File: src/rtl/sdram_lp_pkg.sv
package sdram_lp_pkg;

  typedef enum logic [2:0] {
    ST_RUN,
    ST_SR_ENTER,
    ST_SR,
    ST_SR_REC,
    ST_SWEEP,
    ST_PD,
    ST_SUSP,
    ST_WAKE
  } lp_state_e;

  // strobe codes as {cs_n, ras_n, cas_n, we_n}
  localparam logic [3:0] CMD_DESEL   = 4'b1111;
  localparam logic [3:0] CMD_NOP     = 4'b0111;
  localparam logic [3:0] CMD_REFRESH = 4'b0001;

  // pin image {cke, cs_n, ras_n, cas_n, we_n} for a state
  function automatic logic [4:0] pins_for(lp_state_e st, logic aref);
    logic [4:0] p;
    case (st)
      ST_RUN:                 p = {1'b1, CMD_DESEL};
      ST_SR_ENTER:            p = {1'b0, CMD_REFRESH};
      ST_SR, ST_PD, ST_SUSP:  p = {1'b0, CMD_DESEL};
      ST_SR_REC, ST_WAKE:     p = {1'b1, CMD_NOP};
      ST_SWEEP:               p = {1'b1, aref ? CMD_REFRESH : CMD_NOP};
      default:                p = {1'b1, CMD_DESEL};
    endcase
    return p;
  endfunction

  // cycles a low-power state may hold cke low before a forced wake
  function automatic int unsigned wake_window(int unsigned tref, int unsigned margin);
    return (tref > margin + 1) ? (tref - margin) : 1;
  endfunction

  function automatic int unsigned max2(int unsigned a, int unsigned b);
    return (a > b) ? a : b;
  endfunction

endpackage

File: src/rtl/lp_downcount.sv
module lp_downcount #(
  parameter int W = 4
) (
  input  logic         clk,
  input  logic         rst_n,
  input  logic         load,
  input  logic [W-1:0] load_val,
  output logic         zero
);
  logic [W-1:0] cnt;

  always_ff @(posedge clk or negedge rst_n) begin
    if (!rst_n)              cnt <= '0;
    else if (load)           cnt <= load_val;
    else if (cnt != '0)      cnt <= cnt - 1'b1;
  end

  assign zero = (cnt == '0);
endmodule

File: src/rtl/lp_sweep.sv
module lp_sweep #(
  parameter int REF_COUNT = 4096,
  parameter int GAP       = 7
) (
  input  logic clk,
  input  logic rst_n,
  input  logic start,
  input  logic active,
  output logic fire,
  output logic done
);
  localparam int LW = $clog2(REF_COUNT + 1);
  localparam int GW = $clog2(GAP + 1);
  localparam logic [LW-1:0] LEFT_INIT = LW'(REF_COUNT);
  localparam logic [GW-1:0] GAP_INIT  = GW'(GAP - 1);

  logic [LW-1:0] left;
  logic [GW-1:0] gap;
  logic          slot;

  assign slot = (gap == '0);
  assign fire = active && slot && (left != '0);
  assign done = active && slot && (left == '0);

  always_ff @(posedge clk or negedge rst_n) begin
    if (!rst_n) begin
      left <= '0;
      gap  <= '0;
    end else if (start) begin
      left <= LEFT_INIT;
      gap  <= '0;
    end else if (active) begin
      if (fire) begin
        left <= left - 1'b1;
        gap  <= GAP_INIT;
      end else if (!slot) begin
        gap  <= gap - 1'b1;
      end
    end
  end
endmodule

File: src/rtl/lp_pin_encode.sv
module lp_pin_encode
  import sdram_lp_pkg::*;
(
  input  lp_state_e st,
  input  logic      aref,
  output logic      cke,
  output logic      cs_n,
  output logic      ras_n,
  output logic      cas_n,
  output logic      we_n
);
  always_comb begin
    {cke, cs_n, ras_n, cas_n, we_n} = pins_for(st, aref);
  end
endmodule

File: src/rtl/sdram_lp_seq.sv
module sdram_lp_seq
  import sdram_lp_pkg::*;
#(
  parameter int TRC_CYC    = 7,
  parameter int TCKA_CYC   = 2,
  parameter int TREF_CYC   = 640000,
  parameter int MARGIN_CYC = 64,
  parameter int REF_COUNT  = 4096
) (
  input  logic clk,
  input  logic rst_n,
  input  logic req_sleep,
  input  logic req_pdown,
  input  logic req_susp,
  input  logic banks_idle,
  input  logic burst_active,
  output logic cke,
  output logic cs_n,
  output logic ras_n,
  output logic cas_n,
  output logic we_n,
  output logic busy
);
  localparam int unsigned WIN  = wake_window(TREF_CYC, MARGIN_CYC);
  localparam int unsigned RMAX = max2(TRC_CYC, TCKA_CYC);
  localparam int RW = $clog2(RMAX + 1);
  localparam int DW = $clog2(WIN + 1);
  localparam logic [RW-1:0] REC_SR   = RW'(TRC_CYC - 1);
  localparam logic [RW-1:0] REC_WAKE = RW'(TCKA_CYC - 1);
  localparam logic [DW-1:0] DL_INIT  = DW'(WIN - 1);

  lp_state_e st, st_nxt;
  logic          rec_load, rec_zero;
  logic [RW-1:0] rec_val;
  logic          dl_load, dl_zero;
  logic          sweep_start, aref_fire, sweep_done;
  logic          force_wake;
  logic          lock;
  logic          hold_req;

  // request that keeps the current cke-low state alive
  assign hold_req = (st == ST_PD) ? req_pdown : req_susp;

  always_comb begin
    st_nxt      = st;
    rec_load    = 1'b0;
    rec_val     = REC_WAKE;
    dl_load     = 1'b0;
    sweep_start = 1'b0;
    force_wake  = 1'b0;
    case (st)
      ST_RUN: begin
        if (req_sleep) begin
          if (banks_idle) st_nxt = ST_SR_ENTER;
        end else if (req_pdown) begin
          if (banks_idle && !lock) begin
            st_nxt  = ST_PD;
            dl_load = 1'b1;
          end
        end else if (req_susp && burst_active && !lock) begin
          st_nxt  = ST_SUSP;
          dl_load = 1'b1;
        end
      end
      ST_SR_ENTER: st_nxt = ST_SR;
      ST_SR: begin
        if (!req_sleep) begin
          st_nxt   = ST_SR_REC;
          rec_load = 1'b1;
          rec_val  = REC_SR;
        end
      end
      ST_SR_REC: begin
        if (rec_zero) begin
          st_nxt      = ST_SWEEP;
          sweep_start = 1'b1;
        end
      end
      ST_SWEEP: begin
        if (sweep_done) st_nxt = ST_RUN;
      end
      ST_PD, ST_SUSP: begin
        if (!hold_req || dl_zero) begin
          st_nxt     = ST_WAKE;
          rec_load   = 1'b1;
          force_wake = hold_req;
        end
      end
      ST_WAKE: begin
        if (rec_zero) st_nxt = ST_RUN;
      end
      default: st_nxt = ST_RUN;
    endcase
  end

  always_ff @(posedge clk or negedge rst_n) begin
    if (!rst_n) begin
      st   <= ST_RUN;
      lock <= 1'b0;
    end else begin
      st <= st_nxt;
      if (force_wake)
        lock <= 1'b1;
      else if (st == ST_RUN && !req_pdown && !req_susp)
        lock <= 1'b0;
    end
  end

  lp_downcount #(.W(RW)) u_rec (
    .clk(clk), .rst_n(rst_n), .load(rec_load), .load_val(rec_val), .zero(rec_zero)
  );

  lp_downcount #(.W(DW)) u_deadline (
    .clk(clk), .rst_n(rst_n), .load(dl_load), .load_val(DL_INIT), .zero(dl_zero)
  );

  lp_sweep #(.REF_COUNT(REF_COUNT), .GAP(TRC_CYC)) u_sweep (
    .clk(clk), .rst_n(rst_n), .start(sweep_start), .active(st == ST_SWEEP),
    .fire(aref_fire), .done(sweep_done)
  );

  lp_pin_encode u_pins (
    .st(st), .aref(aref_fire),
    .cke(cke), .cs_n(cs_n), .ras_n(ras_n), .cas_n(cas_n), .we_n(we_n)
  );

  assign busy = (st != ST_RUN);

endmodule

File: config.mk
export PLATFORM = sky130hd
export DESIGN_NAME = sdram_lp_seq
export DESIGN_NICKNAME = d
export VERILOG_FILES = /design/src/rtl/sdram_lp_pkg.sv /design/src/rtl/lp_downcount.sv /design/src/rtl/lp_sweep.sv /design/src/rtl/lp_pin_encode.sv /design/src/rtl/sdram_lp_seq.sv
export SDC_FILE = /design/constraint.sdc
export NUM_CORES = 1
export LEC_CHECK = 0
export ABC_AREA = 1
export BUFFER_PORTS_ARGS = -buffer_cell sky130_fd_sc_hd__buf_4
export CORE_MARGIN = 8
export CORE_UTILIZATION = 60
export DETAILED_ROUTE_END_ITERATION = 16
export PLACE_DENSITY = 0.89
export SYNTH_ARGS = -nofsm -noshare
export SYNTH_HDL_FRONTEND = slang
export SYNTH_SLANG_ARGS = --single-unit
File: constraint.sdc
create_clock -name clk -period 1.95 [get_ports clk]
set_clock_uncertainty 0.2 [all_clocks]
set_input_delay 0 -clock clk [delete_from_list [all_inputs] [get_ports clk]]
set_output_delay 0 -clock clk [all_outputs]
set_load 0.005 [all_outputs]
==> key figures, run 1 <==
Floorplanning
  – Starting density of the core: 0.616
  – Core area: 4660 um^2
  – Chip height: 85.2 um
  – I/O pins: 13
  – Num rows: 25
  – Die area: 7260 um^2
  – Die X: 85.2 um

Yosys
  – Yosys cell types: 36
  – Synth Cell Area: 2870 um^2
  – Ys flop type: dfrtp_1
  – Post-synthesis sequential area ratio: 0.375
  – YS warnings: 0
  – FFs w/ async S/R, synth: 1.00
  – Post-synth EDFFs: 0
  – Syn nets: 419
  – Yosys reg bits: 43
  – Syn Area/Cell: 7.09 um^2
  – Synth Instances: 405

Worst setup path
  – R2R setup slack: 0.08 ns
  – CP Capture Type: flip-flop
  – CP Launch Point: st[1]$_DFFE_PN0P_
  – CP Capture Point: lock$_DFFE_PN0P_
  – CP Data Required Time: 1.93 ns
  – CP startpoint kind: flip-flop
  – Critical path class: flip-flop to flip-flop
  – R2r worst-path depth: 5
  – Worst flop-to-flop path endpoint: lock$_DFFE_PN0P_
  – CP Max Fanout: 7
  – Critical path arrival: 1.85 ns
  – RR Startpoint: st[1]$_DFFE_PN0P_

STA
  – Post-route clock period utilization: 0.960
  – Rel. slew slack: 0.633
  – Post-route minimum period: 1.87 ns
  – Max Fclk: 0.534 GHz
  – Fin. max-slew vios: 0
  – Final setup vio count: 0
  – Unrepaired setup endpoints after global routing: yes
  – Least-Margin Pin Slew: 0.550 ns
  – Hold slack: 0.0338 ns
  – Final hold vios: 0

GRT
  – Global route hottest layer: met2
  – Initial antenna violation count: 0
  – Largest net degree at the start of global routing: 44
  – Grt met2 use: 0.326
  – Global Route Usage Sum: 0.191
  – First-pass GRT wire length: 11.4 mm
  – Vias in the first global route: 2610
  – GR Layer Usage met1: 0.222
  – Grt met3 use: 0.0415
  – Total gr overflow: 0

CTS
  – Root Driver: clkbuf_8
  – Worst-Skew Late Latency: 0.30 ns
  – CTS H-tree depth: 2
  – CTS Buf Count: 5
  – Clk slew on worst S/H paths: 0.08 ns
  – Maximum clock path buffer count: 2
  – TritonCTS clock tree: done
  – Num Clock Sinks: 43

Routing
  – Vias/cell: 5.60
  – 1st-pass router iterations: 5
  – WL final: 6.75 mm
  – Drt drc: 0
  – Routed vias: 2733
  – Initial DRC count: 186
  – WL per Instance: 13.8 um
  – Antenna-violating nets left: 0

Status
  – Status: finished clean

Power and ir drop
  – Leak: 1.67 nW
  – Max IR drop VDD: 621 uV
  – Overall power: 4.58 mW
  – Pwr per Cell Area: 1400 nW/um^2

Finish
  – Diodes inserted: 0
  – Layout net count: 447
  – Filler cells: 362
  – Area Overhead vs Synth: 13.8%
  – Fraction of layout cells with a size suffix above 1: 0.159

Hold path
  – HP Class: primary input to asynchronous set/reset pin

Placed design
  – Routability Congestion: 0.951
  – HPWL after DPL: 4.64 mm
  – PortBufs: 11

Job
  – Max-cap violations: 0
==> layout by cell type, fill, tap and decap left out, types with 6 or more instances in the layout <==
cell / n
dfrtp_1: 42
nor2_2: 8
clkbuf_8: 6
nand3_1: 34
inv_1: 45
inv_2: 8
a21oi_1: 15
nor2_1: 55
o21ai_0: 17
nand2_1: 109
buf_4: 21
nand4_1: 15
==> worst min path at each step <==
stage | slack [ns] | end | from | depth (start not counted)
after floorplan | -0.50 | lock$_DFFE_PN0P_ | rst_n | 0
after global placement | -0.17 | u_sweep.left[0]$_DFFE_PN0P_ | rst_n | 1
after detailed placement | -0.17 | u_deadline.cnt[9]$_DFFE_PN0P_ | rst_n | 1
after CTS | 0.05 | u_deadline.cnt[9]$_DFFE_PN0P_ | rst_n | 2
after global routing | 0.07 | u_sweep.left[7]$_DFFE_PN0P_ | rst_n | 2
final | 0.03 | u_deadline.cnt[9]$_DFFE_PN0P_ | rst_n | 2
==> power breakdown <==
part           internal, mW  switching (mW)  total [mW]
Combinational         0.896            1.42        2.31
Clock                 0.415           0.308       0.723
Sequential             1.22           0.323        1.54
==> through the flow <==
stage / setup WS [ns] / TNS (ns) / cell area, um^2 / cells / utilization
4_1_cts: 0.00104 / 0 / 3160 / 480 / 0.677
2_1_floorplan: 0.262 / 0 / 2870 / 405 / -
3_3_place_gp: 0.106 / 0 / 2990 / 467 / 0.641
5_1_grt: -0.0413 / -0.156 / 3270 / 488 / 0.701
3_5_place_dp: 0.0738 / 0 / 2990 / 467 / 0.641
6_report: 0.0789 / 0 / 3270 / 488 / 0.701
==> cells by family after synthesis <==
group | count (synthesis) | share of synthesized area
AOI/OAI and AO/OA | 41 | 0.0758
adders and majority gates | 7 | 0.0305
buffers and inverters | 60 | 0.0911
xor gates and xnor gates | 7 | 0.0214
and+or+nand+nor | 246 | 0.405
DFF | 43 | 0.375
other | 1 | 0.00131
==> routing by layer <==
metal,vias to the layer above,routed length (um)
li1,1352,-
met1,1268,2790
met2,93,3400
met3,20,366
met4,0,186
met5,-,0
==> Yosys cell counts (5+ instances only) <==
master	n	area share
a21oi_1	15	0.026
dfrtp_1	43	0.37
ha_1	7	0.030
inv_1	48	0.063
inv_2	5	0.0065
nand2_1	109	0.14
nand3_1	35	0.061
nand4_1	15	0.033
nor2_1	59	0.077
nor2_2	5	0.011
o21ai_0	17	0.030
==> registers in the layout, indices dropped and copies added, names as in the netlist <==
name	count
u_rec.cnt	3
lock	1
u_sweep.left	13
st	3
u_sweep.gap	3
u_deadline.cnt	20
==> critical path: stages, from the launching register on <==
cell and delay, ns:
dfrtp_1 0.45, nor2_4 0.16, nand2_4 0.10, nor3_2 0.14
dlygate4sd3_1 0.61, o22ai_1 0.10
==> timing repair <==
action,4_1_cts,5_1_grt
endpoints found under the setup margin,2,26
pin swaps,1,3
hold buffers,5,0
gates cloned,0,0
setup buffers,0,8
gates resized for setup,0,14
endpoints found under the hold margin,49,0
==> cell type report <==
| cell class | count | area, um^2 | share of cell area |
|---|---|---|---|
| timing repair buffer | 27 | 228 | 0.0697 |
| sequential | 43 | 1080 | 0.330 |
| tap | 54 | 67.6 | 0.0207 |
| inverter | 54 | 205 | 0.0628 |
| clock buffer | 6 | 82.6 | 0.0253 |
| multi-input combinational | 302 | 1570 | 0.481 |
| clock inverter | 2 | 35.0 | 0.0107 |
Note: power is estimated with default switching activity, not from simulation.
==> run 2, diff against run 1 <==
--- a/config.mk
+++ b/config.mk
@@ -9,8 +9,10 @@
 export BUFFER_PORTS_ARGS = -buffer_cell sky130_fd_sc_hd__buf_4
 export CORE_MARGIN = 8
 export CORE_UTILIZATION = 60
+export CTS_CLUSTER_DIAMETER = 50
 export DETAILED_ROUTE_END_ITERATION = 16
 export PLACE_DENSITY = 0.89
+export REMOVE_ABC_BUFFERS = 1
 export SYNTH_ARGS = -nofsm -noshare
 export SYNTH_HDL_FRONTEND = slang
 export SYNTH_SLANG_ARGS = --single-unit
==> key figures, run 2 (synthesis gave the netlist of run 1 again) <==
Floorplanning
  – Num rows: 25 (unchanged)
  – Die area: 7260 um^2 (unchanged)
  – Die X: 85.2 um (unchanged)
  – Starting density of the core: 0.616 (unchanged)
  – Chip height: 85.2 um (unchanged)
  – I/O pins: 13 (unchanged)
  – Core area: 4660 um^2 (unchanged)

STA
  – Final setup vio count: 0 (unchanged)
  – Max Fclk: 0.531 GHz (-0.74%)
  – Final WS setup: 0.0650 ns (-0.0139 ns)
  – Least-Margin Pin Slew: 0.550 ns (-0.000281 ns)
  – Fin. max-slew vios: 0 (unchanged)
  – Post-route minimum period: 1.89 ns (+0.0139 ns)
  – Post-route clock period utilization: 0.967 (+0.00713)
  – Final setup TNS: 0 ns (unchanged)
  – Final hold vios: 0 (unchanged)
  – Rel. slew slack: 0.633 (about the same)

Routing
  – Antenna-violating nets left: 0 (unchanged)
  – Vias/cell: 5.61 (+0.19%)
  – WL per Instance: 13.5 um (-2.7%)
  – 1st-pass router iterations: 5 (unchanged)
  – Routed vias: 2727 (-0.22%)
  – Initial DRC count: 215 (+16%)
  – Drt drc: 0 (unchanged)
  – WL final: 6.54 mm (-3.1%)

Power and ir drop
  – Leak: 1.65 nW (-1.3%)
  – Max IR drop VDD: 682 uV (+9.7%)
  – Pwr per Cell Area: 1380 nW/um^2 (-1.5%)

Worst setup path
  – CP startpoint kind: flip-flop
  – CP Max Fanout: 6 (-1)
  – Critical path arrival: 1.69 ns (-0.16 ns)
  – CP Data Required Time: 1.75 ns (-0.18 ns)
  – R2R setup slack: 0.14 ns (+0.06 ns)
  – Max incr delay on CP: 0.43 ns (-0.18 ns)
  – Crit path cell chain: buf_4 > inv_1 > nand2_1 > nand3_1 > inv_1 > nor2_2 > nand3_1 > buf_4
  – Worst flop-to-flop path endpoint: u_deadline.cnt[0]$_DFFE_PN0P_
  – R2r worst-path depth: 9 (+4)
  – CP Capture Type: output pin
  – Critical path class: flip-flop to output pin
  – RR Startpoint: u_deadline.cnt[0]$_DFFE_PN0P_
  – Slowest cell on crit path: dfrtp_1

GRT
  – Vias in the first global route: 2560 (-1.9%)
  – Global Route Usage Sum: 0.184 (-0.00710)
  – Initial antenna violation count: 0 (unchanged)
  – Largest net degree at the start of global routing: 44 (unchanged)
  – First-pass GRT wire length: 11.1 mm (-2.4%)
  – Total gr overflow: 0 (unchanged)

CTS
  – Worst-Skew Late Latency: 0.30 ns (about the same)
  – Root Driver: clkbuf_8
  – CTS H-tree depth: 2 (unchanged)
  – CTS Buf Count: 5 (unchanged)
  – Clk slew on worst S/H paths: 0.08 ns (about the same)
  – Num Clock Sinks: 43 (unchanged)
  – TritonCTS clock tree: done
  – Maximum clock path buffer count: 2 (unchanged)

Finish
  – Layout net count: 445 (-0.45%)
  – Diodes inserted: 0 (unchanged)
  – Fraction of layout cells with a size suffix above 1: 0.153 (-0.00621)
  – Largest reg by FF count: u_deadline.cnt
  – Largest regs: u_deadline.cnt (20), u_sweep.left (13)
  – Max reg flops: 20 (unchanged)
  – Commonest cells after routing, fill and taps aside: nand2_1 (107), nor2_1 (56), inv_1 (45)
  – Filler cells: 364 (+0.55%)
  – Most common cell after layout, fill and taps aside: nand2_1
  – Multi-input gate area: 1560 um^2 (-0.64%)
  – Area Overhead vs Synth: 11.7%
  – Register Area: 1080 um^2 (unchanged)

Status
  – Status: finished clean

Placed design
  – PortBufs: 11 (unchanged)
  – Routability Congestion: 0.937 (-1.5%)
  – HPWL after DPL: 4.70 mm (+1.4%)
  – Placement Setup Slack: 0.0886 ns (+0.0148 ns)

Hold path
  – HP Class: primary input to asynchronous set/reset pin

Job
  – Max-cap violations: 0 (unchanged)
-- run 2: cell types whose count changed in the layout (fill, tap and decap cells not counted), sizes merged --
cell	before	now
clkbuf	6	5
clkinv	1	3
bufinv	1	0
buf	22	20
-- run 2: power breakdown --
group / internal [mW] / switching [mW]
combinational: 0.901 / 1.44
clock: 0.245 / 0.299
sequential: 1.22 / 0.325
-- run 2: cell type report --
| class | count | area share |
|---|---|---|
| Clock buffer | 5 | 0.0215 |
| Clock inverter | 3 | 0.00468 |
| Inverter | 54 | 0.0640 |
| Multi-Input combinational cell | 302 | 0.487 |
| Sequential cell | 43 | 0.336 |
| Tap cell | 54 | 0.0211 |
| Timing Repair Buffer | 25 | 0.0663 |
-- run 2: through the flow --
step	hold WS [ns]	cell area, um^2	total power, mW	cells	utilization
floorplan	-0.496	2820	3.11	399	-
global placement	-0.179	3000	3.63	468	0.643
detailed placement	-0.169	3000	3.73	468	0.643
CTS	0.0506	3140	4.32	482	0.674
global route	0.0846	3210	4.82	486	0.688
finish	0.0228	3210	4.43	486	0.688
-- run 2: what timing repair did --
action | in CTS | in global routing
hold endpoints to repair | 49 | 0
setup endpoints to repair | 2 | 20
gates cloned | 0 | 0
pin swaps | 1 | 3
resized for setup | 1 | 12
hold buffers | 5 | 0
buffers inserted | 1 | 4
-- run 2: worst max-delay path by stage --
stage / slack (ns) / to / startpoint / depth (start not counted)
detailed placement: 0.09 / u_deadline.cnt[9]$_DFFE_PN0P_ / u_deadline.cnt[0]$_DFFE_PN0P_ / 9
floorplan: 0.26 / u_deadline.cnt[14]$_DFFE_PN0P_ / u_deadline.cnt[0]$_DFFE_PN0P_ / 9
global route: -0.03 / ras_n / st[0]$_DFFE_PN0P_ / 8
finish: 0.06 / ras_n / st[0]$_DFFE_PN0P_ / 8
global placement: 0.18 / u_deadline.cnt[14]$_DFFE_PN0P_ / u_deadline.cnt[0]$_DFFE_PN0P_ / 9
CTS: 0.03 / ras_n / u_sweep.left[0]$_DFFE_PN0P_ / 9
-- run 2: worst max-delay path, delay by kind of cell (launching register included) --
kind / cells / cell delay (ns)
flops: 1 / 0.43
simple gates: 4 / 0.48
buf+inv: 4 / 0.48
-- run 2: metal layers --
layer	vias to the layer above	wire (um)	track usage
li1	1346	-	-
met1	1266	2730	0.226
met2	101	3300	0.310
met3	14	367	0.0347
met4	0	144	0.0744
met5	-	0	0
